===== src/rtl/acc_chk_pkg.sv =====
package acc_chk_pkg;

  typedef enum logic [1:0] {
    KIND_ALLOW = 2'b00,
    KIND_UNDEF = 2'b01,
    KIND_TRAP  = 2'b10
  } acc_kind_e;

  localparam logic [5:0] SYN_CLASS = 6'h18;

  localparam logic [1:0] GRANT_NONE = 2'b00;
  localparam logic [1:0] GRANT_FULL = 2'b11;

  // A read is refused only by an empty grant; a write needs the full grant.
  function automatic logic grant_refuses(input logic [1:0] g, input logic wr);
    if (wr) return g != GRANT_FULL;
    return g == GRANT_NONE;
  endfunction

  typedef struct packed {
    acc_kind_e  kind;
    logic [1:0] tgt;
    logic [5:0] syn;
  } acc_verdict_t;

endpackage


===== src/rtl/acc_lower_gate.sv =====
module acc_lower_gate
  import acc_chk_pkg::*;
(
  input  logic [1:0] cur_lvl_i,
  input  logic       lvl2_on_i,
  input  logic       lvl3_impl_i,
  input  logic       is_wr_i,
  input  logic [1:0] grant_l1_i,
  input  logic [1:0] grant_l2_i,
  input  logic       l1_en_i,
  input  logic       l2_en_i,
  input  logic       host_route_i,
  input  logic       l0_host_i,
  input  logic       fgt_feat_i,
  input  logic       fgt_l3_en_i,
  input  logic       fgt_rd_i,
  input  logic       fgt_wr_i,
  output logic       hit_o,
  output logic [1:0] tgt_o
);

  logic at_l0, at_low, l1_fail, fgt_fail, l2en_fail, l2g_fail, fgt_bit;

  always_comb begin
    at_l0   = (cur_lvl_i == 2'd0);
    at_low  = (cur_lvl_i == 2'd0) || (cur_lvl_i == 2'd1);
    fgt_bit = is_wr_i ? fgt_wr_i : fgt_rd_i;

    l1_fail   = at_l0 && (!l1_en_i || (!l0_host_i && grant_refuses(grant_l1_i, is_wr_i)));
    fgt_fail  = at_low && lvl2_on_i && !(at_l0 && l0_host_i) && fgt_feat_i &&
                ((lvl3_impl_i && !fgt_l3_en_i) || !fgt_bit);
    l2en_fail = at_low && lvl2_on_i && !l2_en_i;
    l2g_fail  = at_low && lvl2_on_i && grant_refuses(grant_l2_i, is_wr_i);
  end

  // First failing check in chain order decides the target.
  always_comb begin
    hit_o = 1'b0;
    tgt_o = 2'd0;
    if (l1_fail) begin
      hit_o = 1'b1;
      tgt_o = (lvl2_on_i && host_route_i) ? 2'd2 : 2'd1;
    end else if (fgt_fail || l2en_fail || l2g_fail) begin
      hit_o = 1'b1;
      tgt_o = 2'd2;
    end
  end

  always_comb begin

    if (cur_lvl_i[1]) lower_idle_high_chk: assert (!hit_o);

    if (hit_o) lower_target_range_chk: assert (tgt_o == 2'd1 || tgt_o == 2'd2);

    if (hit_o && !at_l0) lower_l1_only_l2_chk: assert (tgt_o == 2'd2);
  end

endmodule


===== config.mk =====
export PLATFORM = sky130hd
export DESIGN_NAME = acc_lower_gate
export DESIGN_NICKNAME = d
export VERILOG_FILES = /design/src/rtl/acc_chk_pkg.sv /design/src/rtl/acc_lower_gate.sv
export SDC_FILE = /design/constraint.sdc
export NUM_CORES = 1
export LEC_CHECK = 0
export BUFFER_PORTS_ARGS = -buffer_cell sky130_fd_sc_hd__buf_2
export CORE_AREA = 2 2 39 41
export DETAILED_ROUTE_END_ITERATION = 16
export DIE_AREA = 0 0 41 43
export PLACE_DENSITY = 0.39
export SYNTH_ARGS = -nofsm -noshare
export SYNTH_HDL_FRONTEND = slang
export SYNTH_SLANG_ARGS = --single-unit

===== constraint.sdc =====
create_clock -name vclk -period 0.97
set_input_delay 0.0485 -clock vclk [all_inputs]
set_output_delay 0.0485 -clock vclk [all_outputs]
set_load 0.005 [all_outputs]

; ---- Word level (Yosys, flattened, before mapping)
; Cells that the tools add are included.
; W data, S select, Z words.
[totals]
romBits = 0
mem_count = 0
register_bits = 0
mem_bits_rw = 0
latch_bits = 0
elab_cells = 39
inputBits = 17
output_inout_bits = 3
[classes]
div = 0
add_sub_neg = 0
n_reduce_logical = 25
order_cmp = 0
eq_ne = 3
n_bitwise = 0
muxes = 11
shifts = 0
multipliers = 0
[ops]
columns = cell, count
row1 = $logic_and A1 B1 Y1, 11
row2 = $mux W1, 8
row3 = $logic_not A1 Y1, 6
row4 = $logic_not A2 Y1, 3
row5 = $mux W2, 3
row6 = $logic_or A1 B1 Y1, 5
row7 = $ne A2 B2 Y1 const B, 2
row8 = $eq A2 B1 Y1 const B, 1

; ---- Logic depth before layout (Yosys ltp)
[depth]
depth_word = 10
mapped_depth = 4
ltp_nobuf = 4

; ---- Worst setup path before layout
; No wires, ideal clock.
[synth_timing]
kind = input to output
from = in cur_lvl_i[0]
to = out tgt_o[1]
arrival_ps = 899
slack_ps = 23
cell_stages = 3
path_buffers = 0
required_time_ps = 922
cell_sequence = or3_1 -> o32ai_2 -> mux2_1
[synth_via]
elab_chain_len = 10
word_cells_on_any_way = 16
cone_classes = 1 x eq/ne / 2 x mux / 13 x reduce/logical
[synth_rtl]
columns = item, line_no
row1 = from (decl), acc_lower_gate.sv:4  ; input logic [1:0] cur_lvl_i,
row2 = $eq A2 B1 Y1 or $logic_not A2 Y1 (tied branches), "acc_lower_gate.sv:26, acc_lower_gate.sv:25"
row3 = $logic_or A1 B1 Y1 or $logic_and A1 B1 Y1 (tied branches), "acc_lower_gate.sv:26, acc_lower_gate.sv:30"
row4 = $logic_and A1 B1 Y1 or $logic_not A1 Y1 (tied branches), "acc_lower_gate.sv:30, acc_lower_gate.sv:32, acc_lower_gate.sv:33"
row5 = $logic_and A1 B1 Y1 (3 in series), acc_lower_gate.sv:30  ; fgt_fail = at_low && lvl2_on_i && !(at_l0 && l0_host_i) && fgt_feat_i &&
row6 = $logic_or A1 B1 Y1 (2 in series), acc_lower_gate.sv:43  ; end else if (fgt_fail || l2en_fail || l2g_fail) begin
row7 = $mux W2, acc_lower_gate.sv:43
row8 = $mux W2 (*), acc_lower_gate.sv:40  ; if (l1_fail) begin
row9 = to (decl), acc_lower_gate.sv:19  ; output logic [1:0] tgt_o
; Mark *: on every way between the ends. The rest lies on a longest branch, timed or not.

; ---- Worst setup path in the final report
[layout_timing]
from = in cur_lvl_i[1]
to = out tgt_o[1]
; Same word-level chain as after synthesis.

==> out/qor.yml <==
status: "finished with violations"
violations: "negative setup slack"
start_util: 0.0886
dr.pass1.iters: 1
setup_viol: 3
drt_wl_total_um: 476
worst-setup-path-type: "in -> out"
synth_mux_area_frac: 0.173
grt_pass1_wl_um: 807
finalCritPeriodShare: 1.18
drive_gt1_frac: 0.821
grt_pass1_vias: 211
hold_viol_final: 0
layout.cells.non_filler: 55
port_buffers: 20
peakVddDrop_mv: 0.0735
crit_arrival_ns: 1.09
final_common_cell: "buf_2"
critPathLaunch: "cur_lvl_i[1]"
grt_use_total: 0.0639
maxCapViolations: 0
holdBufCountCts: 0
ys_seq_area_frac: 0
fmax_mhz: 875
synthAdderAreaFrac: 0.184
whs_endpoint: "tgt_o[0]"
detailedPlace.worstSlack_ns: -0.254
maxSlewViolCount: 0
wl_per_cell_um: 8.65
via_count: 207
syn_inst: 16
hpwl_um: 399
nClkBuffers: 0
post-route-min-period_ns: 1.14
final_cell_mix: "buf_2 (15), buf_6 (5), inv_1 (3), buf_4 (3), maj3_2 (2)"
worstSetupStartpointType: "input port"
synth.distinct_cells: 13
areaGrowthSynthToFinish_pct: 169
required_ns: 0.92
finalNetCount: 58
die_height_um: 43
worstMarginPinSlew_ns: 0.211
rows: 14
antenna_left: 0
fp.dieArea_sq_mm: 0.00176
top_level_ports: 20
multi_input_area_sq_um: 141
sequential_cell_total: 0
gr-total-overflow: 0
synthSimpleGateAreaFrac: 0.245
relSlewSlack: 0.855
vias_per_cell: 3.76
holdWs_ns: 0.488
p_leak_nw: 0.170
n_antenna_cell: 0
min_from: "host_route_i"
seqCellArea_sq_um: 0
drtIter0Drc: 0
coreArea_sq_mm: 0.00138
dp_cells: 54
synth_xor_area_frac: 0
hold_depth: 4
syn_area_per_cell_sq_um: 7.66
grt_max_degree: 3
rsz0062_at_grt: "yes"
place_congestion: 0.516
finalWorstSetupSlack_ns: -0.172
end_kind: "primary output"
drc: 0
die_w_um: 41
synth_top_family_by_area: "compound AO/OA/AOI/OAI gates"
synth_warnings: 0
antenna_found_initial: 0
num-fill-cells: 159
path_max_fanout: 2
synth-compound-area-share: 0.276
syn_nets: 33
power_density_mw_per_mm2: 401
hold_class: "in -> out"
syn_area_sq_um: 123
## layout make-up
class,instances,share of cell area
Multi-Input combinational cell,12,0.428
Tap cell,16,0.0606
Timing Repair Buffer,23,0.466
Inverter,4,0.0455
## cells by family after synthesis
logic type               Yosys count
AND/OR/NAND/NOR                    5
buffers and inverters              4
AO/OA/AOI/OAI                      3
multiplexers                       2
adder cells (fa/ha/maj)            2
## timing repair
action,4_1_cts,5_1_grt
setup buffers,1,0
pin swaps,4,4
endpoints found under the setup margin,3,3
gates resized for setup,9,2
## per-stage QoR
step / utilization / cell area (sq um) / total power, mW / setup TNS (ns)
floorplan: - / 123 / 0.0355 / 0
global placement: 0.186 / 258 / 0.0937 / -0.469
detailed placement: 0.186 / 258 / 0.0947 / -0.465
CTS: 0.230 / 318 / 0.130 / -0.424
global route: 0.239 / 330 / 0.146 / -0.435
finish: 0.239 / 330 / 0.133 / -0.320
## Yosys cell counts
library cell	count	share of area
or3_1	1	0.051
mux2i_1	1	0.082
inv_1	3	0.092
nand2_1	1	0.031
maj3_2	2	0.18
mux2_1	1	0.092
a311oi_1	1	0.071
inv_2	1	0.031
or2_1	1	0.051
and2_2	1	0.061
o32ai_2	1	0.13
nor2b_1	1	0.051
o221ai_1	1	0.071
## report_power, final
group          internal, mW  switching, mW
Combinational        0.0852         0.0473
Clock                     0              0
Sequential                0              0
Total                0.0852         0.0473
## layer usage
metal,vias up,share of wire,track usage,routed length [um]
li1,105,-,-,-
met1,90,0.41,0.0791,193
met2,12,0.50,0.122,239
met3,0,0.090,0,43
met4,0,0,0,0
met5,-,0,0,0
## critical path, cell delays in order
cell and delay, ns:
buf_6 0.09, or3_4 0.39, o32ai_4 0.12, mux2_4 0.33, buf_6 0.11
## how the worst max path moves through the flow
stage | to | slack (ns) | depth (start not counted)
CTS | tgt_o[1] | -0.21 | 5
global placement | tgt_o[1] | -0.26 | 6
global route | tgt_o[1] | -0.20 | 5
finish | tgt_o[1] | -0.17 | 5
floorplan | tgt_o[1] | 0.02 | 3
detailed placement | tgt_o[1] | -0.25 | 6
Power figures use the tool's default switching activity.
